## src/rtl/nseq_pkg.sv

```systemverilog
package nseq_pkg;

  typedef enum logic [2:0] {
    S_IDLE,
    S_CMD1,
    S_ADDR,
    S_DATA,
    S_CMD2,
    S_TWB,
    S_WRB
  } seq_state_t;

  // Configuration decoded from the register file, seen by the control FSM.
  typedef struct packed {
    logic       startReq;
    logic       rbReady;
    logic       addrEn;
    logic [2:0] addrCntM1;
    logic       rdMode;
    logic       hasData;
    logic       cmd2En;
  } seq_cfg_t;

  // Per-cycle strobes from the control FSM to the datapath.
  typedef struct packed {
    logic       active;
    logic       selCmd1;
    logic       selCmd2;
    logic       selAddr;
    logic       selWr;
    logic       weLow;
    logic       reLow;
    logic       latchRd;
    logic       wrStep;
    logic       clrIdx;
    logic       setCmdDone;
    logic       setXferDone;
    logic [2:0] addrByte;
  } seq_strb_t;

endpackage

```

## src/rtl/nseq_ctrl.sv

```systemverilog
module nseq_ctrl
  import nseq_pkg::*;
#(
  parameter int SETUP   = 1,
  parameter int PULSE   = 2,
  parameter int HOLD    = 1,
  parameter int TWB_CYC = 10,
  parameter int LEN_W   = 12
) (
  input  logic             clk,
  input  logic             rstN,
  input  seq_cfg_t         cfg,
  input  logic [LEN_W-1:0] dataLen,
  output seq_strb_t        strb,
  output logic             busy
);

  localparam int BUS_T = SETUP + PULSE + HOLD;
  localparam int TMAX  = (BUS_T > TWB_CYC) ? BUS_T : TWB_CYC;
  localparam int TCW   = $clog2(TMAX + 1);
  localparam logic [TCW-1:0] T_LAST   = TCW'(BUS_T - 1);
  localparam logic [TCW-1:0] LOW_BEG  = TCW'(SETUP);
  localparam logic [TCW-1:0] LOW_END  = TCW'(SETUP + PULSE);
  localparam logic [TCW-1:0] TWB_LAST = TCW'(TWB_CYC - 1);

  seq_state_t       state;
  logic [TCW-1:0]   tCnt;
  logic [LEN_W-1:0] byteCnt;

  logic       busCyc, lastT, inLow, addrLast, dataLast;
  seq_state_t afterCmd1, afterAddr, afterData;

  assign busCyc   = (state == S_CMD1) || (state == S_ADDR) ||
                    (state == S_DATA) || (state == S_CMD2);
  assign lastT    = (tCnt == T_LAST);
  assign inLow    = (tCnt >= LOW_BEG) && (tCnt < LOW_END);
  assign addrLast = (byteCnt == LEN_W'(cfg.addrCntM1));
  assign dataLast = (byteCnt == dataLen - LEN_W'(1));

  // Phase order is fixed; each absent phase falls through to the next.
  assign afterData = cfg.cmd2En  ? S_CMD2 : S_TWB;
  assign afterAddr = cfg.hasData ? S_DATA : afterData;
  assign afterCmd1 = cfg.addrEn  ? S_ADDR : afterAddr;

  always_ff @(posedge clk or negedge rstN) begin
    if (!rstN) begin
      state   <= S_IDLE;
      tCnt    <= '0;
      byteCnt <= '0;
    end else begin
      unique case (state)
        S_IDLE: begin
          if (cfg.startReq) begin
            state   <= S_CMD1;
            tCnt    <= '0;
            byteCnt <= '0;
          end
        end
        S_CMD1, S_ADDR, S_DATA, S_CMD2: begin
          if (!lastT) begin
            tCnt <= tCnt + 1'b1;
          end else begin
            tCnt <= '0;
            case (state)
              S_CMD1: begin
                state   <= afterCmd1;
                byteCnt <= '0;
              end
              S_ADDR: begin
                if (addrLast) begin
                  state   <= afterAddr;
                  byteCnt <= '0;
                end else begin
                  byteCnt <= byteCnt + 1'b1;
                end
              end
              S_DATA: begin
                if (dataLast) begin
                  state   <= afterData;
                  byteCnt <= '0;
                end else begin
                  byteCnt <= byteCnt + 1'b1;
                end
              end
              default: state <= S_TWB;
            endcase
          end
        end
        S_TWB: begin
          if (tCnt == TWB_LAST) begin
            state <= S_WRB;
            tCnt  <= '0;
          end else begin
            tCnt <= tCnt + 1'b1;
          end
        end
        S_WRB: begin
          if (cfg.rbReady) state <= S_IDLE;
        end
        default: state <= S_IDLE;
      endcase
    end
  end

  always_comb begin
    strb             = '0;
    strb.active      = (state != S_IDLE);
    strb.selCmd1     = (state == S_CMD1);
    strb.selCmd2     = (state == S_CMD2);
    strb.selAddr     = (state == S_ADDR);
    strb.selWr       = (state == S_DATA) && !cfg.rdMode;
    strb.weLow       = busCyc && inLow && !((state == S_DATA) && cfg.rdMode);
    strb.reLow       = (state == S_DATA) && cfg.rdMode && inLow;
    strb.latchRd     = (state == S_DATA) && cfg.rdMode && (tCnt == LOW_END);
    strb.wrStep      = (state == S_DATA) && !cfg.rdMode && lastT;
    strb.clrIdx      = (state == S_IDLE) && cfg.startReq;
    strb.setCmdDone  = (state == S_WRB) && cfg.rbReady;
    strb.setXferDone = (state == S_DATA) && lastT && dataLast;
    strb.addrByte    = byteCnt[2:0];
  end

  assign busy = strb.active;

endmodule

```

## src/rtl/nseq_dpath.sv

```systemverilog
module nseq_dpath
  import nseq_pkg::*;
#(
  parameter int LEN_W = 12
) (
  input  logic             clk,
  input  logic             rstN,
  input  logic             regWrEn,
  input  logic [2:0]       regAddr,
  input  logic [31:0]      regWrData,
  output logic [31:0]      regRdData,
  input  seq_strb_t        strb,
  input  logic             busy,
  output seq_cfg_t         cfg,
  output logic [LEN_W-1:0] dataLen,
  output logic [1:0]       irqStat,
  output logic             ceN,
  output logic             cle,
  output logic             ale,
  output logic             weN,
  output logic             reN,
  output logic [7:0]       ioOut,
  output logic             ioOe,
  input  logic [7:0]       ioIn,
  input  logic             rbN,
  output logic [LEN_W-1:0] bufIdx,
  input  logic [7:0]       bufRdData,
  output logic             bufWrEn,
  output logic [7:0]       bufWrData
);

  localparam logic [2:0] A_CTL1 = 3'd0;
  localparam logic [2:0] A_CTL2 = 3'd1;
  localparam logic [2:0] A_LEN  = 3'd2;
  localparam logic [2:0] A_ADR1 = 3'd3;
  localparam logic [2:0] A_ADR2 = 3'd4;
  localparam logic [2:0] A_IRQ  = 3'd5;
  localparam logic [2:0] A_STAT = 3'd6;

  logic [31:0]      ctrl1R, ctrl2R, addr1R, addr2R;
  logic [LEN_W-1:0] lenR;
  logic             doneR, xferR, rbMeta, rbSync;
  logic             wrCtl1, wrIrq;
  logic [63:0]      addrVec;
  logic [7:0]       addrByteVal;

  assign wrCtl1 = regWrEn && (regAddr == A_CTL1) && !busy;
  assign wrIrq  = regWrEn && (regAddr == A_IRQ);

  always_ff @(posedge clk or negedge rstN) begin
    if (!rstN) begin
      ctrl1R <= '0;
      ctrl2R <= '0;
      addr1R <= '0;
      addr2R <= '0;
      lenR   <= '0;
    end else if (regWrEn) begin
      case (regAddr)
        A_CTL1:  if (!busy) ctrl1R <= regWrData;
        A_CTL2:  ctrl2R <= regWrData;
        A_LEN:   lenR   <= regWrData[LEN_W-1:0];
        A_ADR1:  addr1R <= regWrData;
        A_ADR2:  addr2R <= regWrData;
        default: ;
      endcase
    end
  end

  // Status bits: a new event wins over a same-cycle clear.
  always_ff @(posedge clk or negedge rstN) begin
    if (!rstN) begin
      doneR <= 1'b0;
      xferR <= 1'b0;
    end else begin
      doneR <= strb.setCmdDone  | (doneR & !(wrIrq & regWrData[31]));
      xferR <= strb.setXferDone | (xferR & !(wrIrq & regWrData[28]));
    end
  end

  always_ff @(posedge clk or negedge rstN) begin
    if (!rstN) begin
      rbMeta <= 1'b0;
      rbSync <= 1'b0;
    end else begin
      rbMeta <= rbN;
      rbSync <= rbMeta;
    end
  end

  always_comb begin
    cfg           = '0;
    cfg.startReq  = wrCtl1 && regWrData[31];
    cfg.rbReady   = rbSync;
    cfg.addrEn    = ctrl1R[30];
    cfg.addrCntM1 = ctrl1R[29:27];
    cfg.rdMode    = ctrl1R[26];
    cfg.hasData   = (ctrl1R[26] || ctrl1R[25]) && (lenR != '0);
    cfg.cmd2En    = ctrl2R[8];
  end

  assign dataLen     = lenR;
  assign irqStat     = {doneR, xferR};
  assign addrVec     = {16'h0000, addr2R, addr1R[15:0]};
  assign addrByteVal = addrVec[{strb.addrByte, 3'b000} +: 8];

  // Registered flash bus outputs.
  always_ff @(posedge clk or negedge rstN) begin
    if (!rstN) begin
      ceN   <= 1'b1;
      cle   <= 1'b0;
      ale   <= 1'b0;
      weN   <= 1'b1;
      reN   <= 1'b1;
      ioOe  <= 1'b0;
      ioOut <= '0;
    end else begin
      ceN  <= !strb.active;
      cle  <= strb.selCmd1 || strb.selCmd2;
      ale  <= strb.selAddr;
      weN  <= !strb.weLow;
      reN  <= !strb.reLow;
      ioOe <= strb.selCmd1 || strb.selCmd2 || strb.selAddr || strb.selWr;
      if (strb.selCmd1)      ioOut <= ctrl1R[7:0];
      else if (strb.selCmd2) ioOut <= ctrl2R[7:0];
      else if (strb.selAddr) ioOut <= addrByteVal;
      else if (strb.selWr)   ioOut <= bufRdData;
      else                   ioOut <= '0;
    end
  end

  // Buffer side: read bytes are captured as RE_n rises; the index steps
  // after each write byte, or in the cycle after a read byte is stored.
  always_ff @(posedge clk or negedge rstN) begin
    if (!rstN) begin
      bufWrEn   <= 1'b0;
      bufWrData <= '0;
      bufIdx    <= '0;
    end else begin
      bufWrEn <= strb.latchRd;
      if (strb.latchRd) bufWrData <= ioIn;
      if (strb.clrIdx)                     bufIdx <= '0;
      else if (strb.wrStep || bufWrEn)     bufIdx <= bufIdx + 1'b1;
    end
  end

  always_comb begin
    case (regAddr)
      A_CTL1:  regRdData = ctrl1R;
      A_CTL2:  regRdData = ctrl2R;
      A_LEN:   regRdData = 32'(lenR);
      A_ADR1:  regRdData = addr1R;
      A_ADR2:  regRdData = addr2R;
      A_IRQ:   regRdData = {doneR, 2'b00, xferR, 28'h0};
      A_STAT:  regRdData = {31'h0, busy};
      default: regRdData = '0;
    endcase
  end

endmodule

```

## src/rtl/nand_cmd_seq.sv

```systemverilog
module nand_cmd_seq
  import nseq_pkg::*;
#(
  parameter int SETUP   = 1,
  parameter int PULSE   = 2,
  parameter int HOLD    = 1,
  parameter int TWB_CYC = 10,
  parameter int LEN_W   = 12
) (
  input  logic             clk,
  input  logic             rstN,
  input  logic             regWrEn,
  input  logic [2:0]       regAddr,
  input  logic [31:0]      regWrData,
  output logic [31:0]      regRdData,
  output logic             irq,
  output logic             ceN,
  output logic             cle,
  output logic             ale,
  output logic             weN,
  output logic             reN,
  output logic [7:0]       ioOut,
  output logic             ioOe,
  input  logic [7:0]       ioIn,
  input  logic             rbN,
  output logic [LEN_W-1:0] bufIdx,
  input  logic [7:0]       bufRdData,
  output logic             bufWrEn,
  output logic [7:0]       bufWrData
);

  seq_cfg_t         cfg;
  seq_strb_t        strb;
  logic             busy;
  logic [LEN_W-1:0] dataLen;
  logic [1:0]       irqStat;

  nseq_ctrl #(
    .SETUP(SETUP), .PULSE(PULSE), .HOLD(HOLD),
    .TWB_CYC(TWB_CYC), .LEN_W(LEN_W)
  ) u_ctrl (
    .clk(clk), .rstN(rstN), .cfg(cfg), .dataLen(dataLen),
    .strb(strb), .busy(busy)
  );

  nseq_dpath #(.LEN_W(LEN_W)) u_dp (
    .clk(clk), .rstN(rstN),
    .regWrEn(regWrEn), .regAddr(regAddr), .regWrData(regWrData),
    .regRdData(regRdData),
    .strb(strb), .busy(busy), .cfg(cfg), .dataLen(dataLen),
    .irqStat(irqStat),
    .ceN(ceN), .cle(cle), .ale(ale), .weN(weN), .reN(reN),
    .ioOut(ioOut), .ioOe(ioOe), .ioIn(ioIn), .rbN(rbN),
    .bufIdx(bufIdx), .bufRdData(bufRdData),
    .bufWrEn(bufWrEn), .bufWrData(bufWrData)
  );

  assign irq = |irqStat;

endmodule

```

## config.mk

```make
export PLATFORM = sky130hd
export DESIGN_NAME = nand_cmd_seq
export DESIGN_NICKNAME = d
export VERILOG_FILES = /design/src/rtl/nseq_pkg.sv /design/src/rtl/nseq_ctrl.sv /design/src/rtl/nseq_dpath.sv /design/src/rtl/nand_cmd_seq.sv
export SDC_FILE = /design/constraint.sdc
export NUM_CORES = 1
export LEC_CHECK = 0
export BUFFER_PORTS_ARGS = -buffer_cell sky130_fd_sc_hd__buf_2
export CORE_ASPECT_RATIO = 0.75
export CORE_MARGIN = 8
export CORE_UTILIZATION = 53
export DETAILED_ROUTE_END_ITERATION = 10
export GPL_TIMING_DRIVEN = 0
export MAX_ROUTING_LAYER = met4
export PLACE_DENSITY_LB_ADDON = 0.3
export SETUP_SLACK_MARGIN = 0.05
export SYNTH_ARGS = -nofsm -noshare
export SYNTH_HDL_FRONTEND = slang
export SYNTH_SLANG_ARGS = --single-unit
```

## constraint.sdc

```tcl
create_clock -name clk -period 2.69 [get_ports clk]
set_clock_uncertainty 0.2 [all_clocks]
set_input_delay 0.1345 -clock clk [delete_from_list [all_inputs] [get_ports clk]]
set_output_delay 0.1345 -clock clk [all_outputs]
set_load 0.03 [all_outputs]
```

==> impl_summary.log, run 1 <==
[metrics] outcome: finished with violations
[metrics] violations in the final reports: setup timing
[metrics] CTS Root Buffer Type: clkbuf_16
[metrics] number of buffers added by the clock tree synthesis step: 17
[metrics] Clk Latency, worst-skew pair: 440 ps
[metrics] Critical Setup Path Class: flip-flop to flip-flop
[metrics] total overflow reported by the global router: 0
[metrics] asr flop ratio synth: 100%
[metrics] starting utilization of the core area: 54.0%
[metrics] Final Worst Setup Slack: -94.3 ps
[metrics] largest cells by area after synthesis: dfrtp_1 49%, mux2_2 17%, mux4_2 4.3%
[metrics] critical path peak fanout: 9
[metrics] fin cells: 1326
[metrics] net count of the mapped netlist: 922
[metrics] top achievable clock speed: 359 MHz
[metrics] # port buffers: 122
[metrics] Max transition margin: 42.6%
[metrics] period utilisation layout: 104%
[metrics] dominant cell type by area after synthesis: dfrtp_1
[metrics] DR vias/cell: 6.10
[metrics] DRC violation total after the first TritonRoute iteration: 963
[metrics] Worst R2R End: u_ctrl.byteCnt[8]
[metrics] global-route total usage across every layer: 25.3%
[metrics] number of cells in the design after placement: 1230
[metrics] most common cell after layout, fill and taps aside: dfrtp_1
[metrics] peak ir drop on the vdd network: 525 uV
[metrics] CTS tree: done
[metrics] kind of capture point of the worst setup path: flip-flop
[metrics] proportion of layout cells with a drive suffix above 1: 38.0%
[metrics] worst slew pin tran: 861 ps
[metrics] wire length per cell: 21.6 um
[metrics] clock share of power: 23.3%
[metrics] Post-synth EDFFs: 0
[metrics] endpoint of the most critical setup path: u_ctrl.byteCnt[8]
[metrics] average cell area after synthesis: 11.6 um^2
[metrics] switching share of power: 38.2%
[metrics] Synth cell types: 70
[metrics] r2r worst-path depth: 9
[metrics] ratio of total power to cell area: 911 mW/mm^2
[metrics] Synth warnings: 0
[metrics] H-Tree Depth: 4
[metrics] dpl hpwl: 19800 um
[metrics] Synth top area share: 49.0%
[metrics] number of sinks on the clock net: 198
[metrics] Worst R2R Start: u_dp.dataLen[2]
[metrics] Chip Width: 174 um
[metrics] number of flip-flops and latches in the synthesized netlist: 198
[metrics] area enclosed by the die boundary: 0.0235 mm^2
[metrics] data required time of the worst path: 2830 ps
[metrics] Final Setup Violations: 10
[metrics] via count of the first global-routing pass: 8026
[metrics] class of the worst hold path: primary input to asynchronous set/reset pin
[metrics] combinational group share of total power: 37.4%
[metrics] vertical extent of the die: 135 um
[metrics] setup repair after global routing missed its margin: yes
[metrics] initial antenna violation count: 1
[metrics] area of the core region: 0.0185 mm^2
[metrics] Antenna Violating Nets Remaining: 0
[metrics] Int Power: 6.92 mW
[metrics] Final Core Density: 66.6%
[metrics] pin count of the biggest net entering global routing: 124
[metrics] most used cells in the layout excluding fill and tap cells: 186 x dfrtp_1, 148 x mux2_2, 125 x buf_2, 103 x nand2_1, 46 x a22oi_1
[metrics] total number of nets in the final design: 1127
[metrics] cell leakage power: 5.39 nW
[metrics] Placer Congestion: 0.956
[metrics] sequential cell fraction of total power: 39.2%
[metrics] final wirelength: 28600 um
[metrics] wire length of the first global-routing pass: 45000 um
[metrics] fin. max-slew vios: 0
[metrics] Seq/Total Area, Yosys: 49.8%
[metrics] register-to-register setup slack: -90 ps
[metrics] CTS clk-pin slew, worst paths: 70 ps
[metrics] overall via count from detail_route: 8094
[metrics] Startpoint Class: flip-flop
[metrics] cell area after synthesis: 0.00996 mm^2
[metrics] area growth from synthesis to layout: 23.4%
[metrics] minimum clock period after layout: 2780 ps
[metrics] count of final hold-check violations: 0
[metrics] DR pass1 iterations: 6
[metrics] max capacitance violation total: 0
[metrics] Crit. Startpoint: u_dp.dataLen[2]
[metrics] Top FF cell, synth: dfrtp_1
[metrics] clock tree buffer depth: 2
[metrics] num rows: 43
[metrics] # IOs: 123
[metrics] synthesized netlist cell count: 860
[metrics] net switching power: 4.27 mW
[metrics] number of design rule violations left after detail routing: 0
[metrics] Setup TNS Final: -532 ps
[metrics] arrival time reported for the critical path endpoint: 2920 ps
## power by group through the flow
stage	Sequential [mW]	Clock, mW	Combinational [mW]
detailed placement	4.39	0	3.80
finish	4.39	2.61	4.19
floorplan	4.52	0	2.44
global placement	4.36	0	3.73
CTS	4.36	2.65	4.00
global route	4.48	2.77	4.48
## critical path, cell delays in order, from the launching register on
cell,delay (ps)
dfrtp_2,450
nor4_4,350
buf_4,180
nand4b_1,110
xnor2_1,160
a311o_2,440
a31oi_4,280
buf_4,170
nor2_4,60
o31ai_1,270
## how the worst min path moves through the flow
stage,startpoint,end,slack [ps],cells past startpoint
6_report,rstN,u_dp.ctrl2R[22],40,2
4_1_cts,regWrEn,u_dp.xferR,20,5
3_5_place_dp,rstN,u_dp.ctrl1R[24],-50,1
5_1_grt,bufRdData[4],u_dp.ioOut[4],60,5
2_1_floorplan,rstN,u_ctrl.byteCnt[0],-360,0
3_3_place_gp,rbN,u_dp.rbMeta,50,1
## metrics by stage
step / power [mW] / hold WS [ps] / area (um^2) / setup WS (ps)
global route: 11.7 / 57.9 / 12300 / -159
CTS: 11.0 / 21.6 / 12100 / -32.3
global placement: 8.09 / 54.0 / 10900 / -2020
detailed placement: 8.19 / -49.9 / 10900 / -560
finish: 11.2 / 37.7 / 12300 / -94.3
floorplan: 6.96 / -361 / 9990 / 60.0
## cell usage after synthesis (all sizes together), types with 7 or more instances
| master | count |
|---|---|
| clkbuf | 37 |
| ha | 7 |
| nand3 | 9 |
| xor2 | 10 |
| nand2 | 104 |
| mux2 | 148 |
| a21oi | 13 |
| nand3b | 7 |
| inv | 26 |
| a22oi | 46 |
| dfrtp | 195 |
| or3 | 7 |
| nor2 | 32 |
| mux4 | 19 |
| o31ai | 9 |
| buf | 19 |
| nor3 | 16 |
| xnor2 | 15 |
| o21ai | 48 |
| o311ai | 7 |
## cell families after synthesis
family	after synthesis	share of synthesized area (%)
DFF	198	49.8
muxes	169	21.2
and+or+nand+nor	214	10.4
buffers and inverters	84	3.27
adders and majority gates	7	0.879
xor gates and xnor gates	26	2.42
AOI/OAI and AO/OA	162	12.1
## layer usage
layer | vias to the layer above | routed length, um | track usage (%)
met5 | - | 0 | -
met3 | 50 | 2520 | 6.05
li1 | 3553 | - | -
met2 | 409 | 12500 | 35.7
met4 | 0 | 684 | 7.58
met1 | 4082 | 12900 | 35.7
## flip-flops by register name (all words and copies together) (netlist names), 3 cells and up
signal	cells
u_dp.dataLen	12
u_ctrl.byteCnt	12
u_dp.ctrl1R	32
u_ctrl.tCnt	4
u_dp.ctrl2R	32
u_dp.ioOut	8
u_dp.bufWrData	8
u_dp.addr1R	32
u_dp.bufIdx	12
u_ctrl.state	3
u_dp.addr2R	32
## repair_timing
item | 4_1_cts | 5_1_grt
cloned | 1 | 0
hold buffers | 42 | 0
pin swaps | 7 | 10
hold endpoints to repair | 225 | 0
setup endpoints to repair | 37 | 40
gates resized for setup | 27 | 34
buffers inserted | 14 | 9
## final cells by class
cell class | count | area, um^2
Timing Repair Buffer | 189 | 1250
Inverter | 28 | 111
Antenna cell | 1 | 2.50
Sequential cell | 198 | 4970
Clock inverter | 13 | 145
Fill cell | 1367 | 6160
Buffer | 53 | 235
Multi-Input combinational cell | 578 | 4820
Clock buffer | 19 | 453
Tap cell | 247 | 309
Note: power is estimated with default switching activity, not from simulation.
==> inputs of run 2 (changes only) <==
--- a/config.mk
+++ b/config.mk
@@ -15,3 +15,3 @@
 export PLACE_DENSITY_LB_ADDON = 0.3
-export SETUP_SLACK_MARGIN = 0.05
+export SETUP_SLACK_MARGIN = 0.4
 export SYNTH_ARGS = -nofsm -noshare
--- a/constraint.sdc
+++ b/constraint.sdc
@@ -4,2 +4,2 @@
 set_output_delay 0.1345 -clock clk [all_outputs]
-set_load 0.03 [all_outputs]
+set_load 0.005 [all_outputs]
==> run 2 against run 1 <==
  * The flow still finishes with violations (setup timing)
  * Sequential share of layout area shrank 0.74 points
  * Combinational power shrank 1%
  * Sequential cell count is the same
  * Via count grew 1.6%
  * Largest power group unchanged
  * Highest routed layer unchanged
==> impl_summary.log, run 2 (synthesis gave the netlist of run 1 again) <==
[metrics] outcome: finished with violations
[metrics] violations in the final reports: setup timing
[metrics] class of the worst hold path: primary input to flip-flop
[metrics] CTS tree: done
[metrics] arrival time reported for the critical path endpoint: 2890 ps (-30 ps)
[metrics] post-route cell area: 0.0125 mm^2 (+1.8%)
[metrics] number of buffers added by the clock tree synthesis step: 17 (unchanged)
[metrics] pin count of the biggest net entering global routing: 109 (-12%)
[metrics] Final Hold Slack: 45.2 ps (+7.51 ps)
[metrics] cell leakage power: 5.51 nW (+2.3%)
[metrics] total number of nets in the final design: 1141 (+1.2%)
[metrics] area of the core region: 0.0185 mm^2 (unchanged)
[metrics] Chip Width: 174 um (unchanged)
[metrics] number of fill cells in the layout: 1349 (-1.3%)
[metrics] overall via count from detail_route: 8226 (+1.6%)
[metrics] proportion of layout cells with a drive suffix above 1: 41.0% (+2.9 points)
[metrics] vertical extent of the die: 135 um (unchanged)
[metrics] Antenna Violating Nets Remaining: 0 (unchanged)
[metrics] max capacitance violation total: 0 (unchanged)
[metrics] total overflow reported by the global router: 0 (unchanged)
[metrics] # port buffers: 122 (unchanged)
[metrics] total placed instance area: 0.0109 mm^2 (about the same)
[metrics] Clk Latency, worst-skew pair: 440 ps (about the same)
[metrics] Startpoint Class: flip-flop
[metrics] setup repair after global routing missed its margin: yes
[metrics] dpl hpwl: 19900 um (+0.65%)
[metrics] CTS clk-pin slew, worst paths: 70 ps (about the same)
[metrics] global-route total usage across every layer: 25.8% (+0.57 points)
[metrics] wire length per cell: 22.3 um (+3.2%)
[metrics] # IOs: 123 (unchanged)
[metrics] peak ir drop on the vdd network: 561 uV (+6.8%)
[metrics] Final Setup Violations: 6 (-4)
[metrics] data required time of the worst path: 2820 ps (about the same)
[metrics] Placer Congestion: 0.925 (-3.2%)
[metrics] H-Tree Depth: 4 (unchanged)
[metrics] fin. max-slew vios: 0 (unchanged)
[metrics] period utilisation layout: 103% (-0.88 points)
[metrics] Max transition margin: 44.5% (+1.9 points)
[metrics] top achievable clock speed: 362 MHz (+0.85%)
[metrics] most used cells in the layout excluding fill and tap cells: 190 x dfrtp_1, 148 x mux2_2, 127 x buf_2, 102 x nand2_1, 46 x a22oi_1
[metrics] starting utilization of the core area: 54.0% (unchanged)
[metrics] via count of the first global-routing pass: 8133 (+1.3%)
[metrics] final wirelength: 29800 um (+4.2%)
[metrics] minimum clock period after layout: 2760 ps (-23.6 ps)
[metrics] clock tree buffer depth: 2 (unchanged)
[metrics] area enclosed by the die boundary: 0.0235 mm^2 (unchanged)
[metrics] wire length of the first global-routing pass: 46200 um (+2.8%)
[metrics] Critical Setup Path Class: flip-flop to flip-flop
[metrics] DRC violation total after the first TritonRoute iteration: 909 (-5.6%)
[metrics] CTS Root Buffer Type: clkbuf_16
[metrics] worst slew pin tran: 833 ps (-28.2 ps)
[metrics] ratio of total power to cell area: 869 mW/mm^2 (-4.6%)
[metrics] number of design rule violations left after detail routing: 0 (unchanged)
[metrics] Final Worst Setup Slack: -70.7 ps (+23.6 ps)
[metrics] DR vias/cell: 6.14 (+0.64%)
[metrics] count of final hold-check violations: 0 (unchanged)
[metrics] most common cell after layout, fill and taps aside: dfrtp_1
[metrics] initial antenna violation count: 1 (unchanged)
[metrics] number of sinks on the clock net: 198 (unchanged)
[metrics] kind of capture point of the worst setup path: flip-flop
[metrics] critical path peak fanout: 8 (-1)
[metrics] DR pass1 iterations: 5 (-1)
[metrics] area growth from synthesis to layout: 25.5%
[metrics] worst-case setup slack after placement: -235 ps (+324 ps)
[metrics] num rows: 43 (unchanged)
[run 2: critical path, cell delays in order (launching register included)]
cell and delay (ps):
dfrtp_2 450, buf_4 150, nor2_2 290, nor2_1 90, o311a_1 300, a311o_2 410, a31oi_4 280, buf_6 150
nor2_4 60, o31ai_2 270
[run 2: final cells by class]
class,instances,area [um^2],area share (%)
Antenna cell,1,2.50,0.0200
Sequential cell,198,4960,39.7
Clock buffer,21,450,3.60
Multi-Input combinational cell,579,4910,39.3
Inverter,28,109,0.870
Clock inverter,10,72.6,0.580
Buffer,56,334,2.67
Timing Repair Buffer,199,1360,10.8
Tap cell,247,309,2.47
[run 2: power by group]
| part | total, mW | internal (mW) | switching (mW) |
|---|---|---|---|
| Combinational | 4.15 | 1.99 | 2.16 |
| Sequential | 4.37 | 3.74 | 0.627 |
| Clock | 2.35 | 1.21 | 1.14 |
| Total | 10.9 | 6.94 | 3.93 |
[run 2: layer usage]
metal	wire length (um)	vias to the layer above	global-route usage, %
met5	0	-	-
met4	622	0	7.34
met2	13600	413	38.4
li1	-	3585	-
met3	2320	60	4.91
met1	13300	4168	35.8
[run 2: final timing paths]
| kind | start | to | slack, ps | cells past startpoint |
|---|---|---|---|---|
| max | u_dp.dataLen[1] | u_ctrl.byteCnt[2] | -70 | 9 |
| min | bufRdData[6] | u_dp.ioOut[6] | 50 | 4 |
| max reg2reg | u_dp.dataLen[1] | u_ctrl.byteCnt[2] | -70 | 9 |
| min reg2reg | u_dp.rbMeta | u_dp.rbSync | 160 | 0 |
| max in group asynchronous | rstN | u_dp.dataLen[1] | 1180 | 3 |
| min in group asynchronous | rstN | u_dp.ctrl2R[22] | 100 | 2 |
[run 2: through the flow]
step	std cells	total power [mW]	utilization, %	TNS, ps
5_1_grt	1339	11.4	67.8	-933
4_1_cts	1329	10.6	66.6	-37.5
2_1_floorplan	860	6.49	-	0
3_5_place_dp	1230	7.73	59.3	-6210
6_report	1339	10.9	67.8	-208
3_3_place_gp	1229	7.61	59.1	-404580
[run 2: repair_timing]
item / CTS / global route
hold buffers: 42 / 0
cloned: 2 / 0
pin swaps: 16 / 14
setup buffers: 24 / 9
endpoints found under the hold margin: 240 / 0
setup endpoints to repair: 98 / 89
resized for setup: 68 / 49
==> inputs of run 3 (changes only) <==
Settings changed: PLACE_DENSITY set to 0.77, PLACE_DENSITY_LB_ADDON 0.3 to not set.
==> run 3 against run 2 <==
  * The flow still finishes with violations (setup timing)
  * Global-route usage about the same
  * Critical path depth up 1
  * Clock power grew 9.4%
  * Total power grew 1.8%
  * Utilization grew 0.44 points
  * Hold slack worse by 6.1 ps
  * Critical path type unchanged
==> impl_summary.log, run 3 (synthesis gave the netlist of run 1 again) <==
[metrics] outcome: finished with violations
[metrics] violations in the final reports: setup timing
[metrics] pin count of the biggest net entering global routing: 125 (+15%)
[metrics] number of cells in the design after placement: 1230 (unchanged)
[metrics] DR vias/cell: 6.12 (-0.46%)
[metrics] Placer Congestion: 0.904 (-2.3%)
[metrics] kind of capture point of the worst setup path: flip-flop
[metrics] number of design rule violations left after detail routing: 0 (unchanged)
[metrics] clock tree buffer depth: 2 (unchanged)
[metrics] Worst R2R Start: u_dp.dataLen[0]
[metrics] starting utilization of the core area: 54.0% (unchanged)
[metrics] vertical extent of the die: 135 um (unchanged)
[metrics] arrival time reported for the critical path endpoint: 2910 ps (+20 ps)
[metrics] Startpoint Class: flip-flop
[metrics] Clk Latency, worst-skew pair: 440 ps (about the same)
[metrics] data required time of the worst path: 2810 ps (about the same)
[metrics] area of the core region: 0.0185 mm^2 (unchanged)
[metrics] Crit. Startpoint: u_dp.dataLen[0]
[metrics] busiest layer in global routing: met2
[metrics] critical path peak fanout: 6 (-2)
[metrics] proportion of layout cells with a drive suffix above 1: 41.0% (about the same)
[metrics] minimum clock period after layout: 2800 ps (+37.4 ps)
[metrics] area growth from synthesis to layout: 26.4%
[metrics] Final Hold Slack: 39.1 ps (-6.07 ps)
[metrics] global-route total usage across every layer: 25.8% (-0.036 points)
[metrics] H-Tree Depth: 4 (unchanged)
[metrics] wire length per cell: 22.2 um (-0.42%)
[metrics] power consumption: 11.1 mW (+1.8%)
[metrics] top achievable clock speed: 357 MHz (-1.3%)
[metrics] Antenna Violating Nets Remaining: 0 (unchanged)
[metrics] Critical Setup Path Class: flip-flop to flip-flop
[metrics] class of the worst hold path: primary input to flip-flop
[metrics] area enclosed by the die boundary: 0.0235 mm^2 (unchanged)
[metrics] total overflow reported by the global router: 0 (unchanged)
[metrics] CTS clk-pin slew, worst paths: 80 ps (about the same)
[metrics] Max transition margin: 42.7% (-1.8 points)
[metrics] Final Setup Violations: 12 (+6)
[metrics] met3 usage in global routing: 7.22% (+2.3 points)
[metrics] met1 usage in global routing: 34.7% (-1.1 points)
[metrics] worst hold path startpoint: regAddr[1]
[metrics] initial antenna violation count: 2 (+1)
[metrics] CTS tree: done
[metrics] period utilisation layout: 104% (+1.4 points)
[metrics] wire length of the first global-routing pass: 45900 um (-0.69%)
[metrics] num rows: 43 (unchanged)
[metrics] dpl hpwl: 19900 um (-0.40%)
[metrics] final wirelength: 29800 um (-0.12%)
[metrics] GR Layer Usage met2: 37.8% (-0.65 points)
[metrics] DR pass1 iterations: 5 (unchanged)
[metrics] total placed instance area: 0.0109 mm^2 (unchanged)
[metrics] most common cell after layout, fill and taps aside: dfrtp_1
[metrics] peak ir drop on the vdd network: 507 uV (-9.6%)
[metrics] via count of the first global-routing pass: 8258 (+1.5%)
[metrics] setup repair after global routing missed its margin: yes
[metrics] number of sinks on the clock net: 198 (unchanged)
[metrics] DRC violation total after the first TritonRoute iteration: 904 (-0.55%)
[metrics] max capacitance violation total: 0 (unchanged)
[metrics] most used cells in the layout excluding fill and tap cells: 185 x dfrtp_1, 148 x mux2_2, 127 x buf_2, 103 x nand2_1, 46 x a22oi_1
[metrics] ratio of total power to cell area: 879 mW/mm^2 (+1.1%)
[metrics] fin cells: 1343 (+0.30%)
[metrics] worst slew pin tran: 860 ps (+26.7 ps)
[metrics] # port buffers: 122 (unchanged)
[metrics] overall via count from detail_route: 8213 (-0.16%)
[metrics] total number of nets in the final design: 1143 (+0.18%)
[metrics] cell leakage power: 5.56 nW (+0.82%)
[metrics] # IOs: 123 (unchanged)
[metrics] number of buffers added by the clock tree synthesis step: 17 (unchanged)
[metrics] post-route cell area: 0.0126 mm^2 (+0.65%)
[metrics] fin. max-slew vios: 0 (unchanged)
[metrics] Final Worst Setup Slack: -108 ps (-37.4 ps)
[metrics] worst-case setup slack after placement: -316 ps (-81.0 ps)
[metrics] count of final hold-check violations: 0 (unchanged)
[metrics] Chip Width: 174 um (unchanged)
[metrics] CTS Root Buffer Type: clkbuf_16
## run 3: cell types whose count changed in the layout (fill, tap and decap cells not counted), moves of 3 or more
cell	delta
clkbuf_1	-4
o21ai_1	+5
or3_4	-4
o21ai_2	-3
clkbuf_2	-3
dfrtp_2	+5
dfrtp_1	-5
or3_1	+4
clkinv_4	+3
## run 3: timing repair
action                                 in CTS  in global routing
hold buffers                               43                  0
gates resized for setup                    58                 66
buffers inserted                           22                 11
setup endpoints to repair                  90                 69
endpoints found under the hold margin     226                  0
pin swaps                                  14                 13
cloned                                      2                  1
## run 3: routing by layer
layer / up-vias / routed length, um
met4: 0 / 642
met1: 4118 / 12700
met2: 449 / 13400
met5: - / 0
li1: 3590 / -
met3: 56 / 2930
## run 3: layout make-up
class	count	area [um^2]
antenna	2	5.00
buffer	56	328
clock buffer	18	439
clock inverter	14	146
fill	1321	5870
inverter	28	111
multi-input combinational	579	4890
sequential	198	4970
tap	247	309
timing repair buffer	201	1390
## run 3: worst paths after layout
kind,slack [ps],endpoint,depth (start not counted)
max reg2reg,-110,u_ctrl.state[0],10
min in group asynchronous,50,u_dp.addr2R[24],2
min,40,u_dp.bufIdx[7],4
min reg2reg,150,u_dp.rbSync,0
max in group asynchronous,1230,u_dp.dataLen[3],3
max,-110,u_ctrl.state[0],10
## run 3: where the power goes
group	leakage [nW]	internal, mW	switching (mW)
registers	2.41	3.74	0.632
clock network	0.283	1.33	1.24
logic	2.86	1.98	2.14
## run 3: metrics by stage
stage / setup TNS (ps) / util [%]
detailed placement: -7110 / 59.3
finish: -768 / 68.2
CTS: -260 / 66.6
global route: -1690 / 68.2
floorplan: 0 / -
global placement: -399630 / 59.1
## run 3: critical path: stages, from the launching register on
cell       delay, ps
dfrtp_1          380
buf_6            140
inv_4             60
ha_4             200
xnor2_4          130
a311oi_2         270
o2111ai_2        180
a211oi_4         360
a31oi_4          190
buf_4            190
or3_1            360
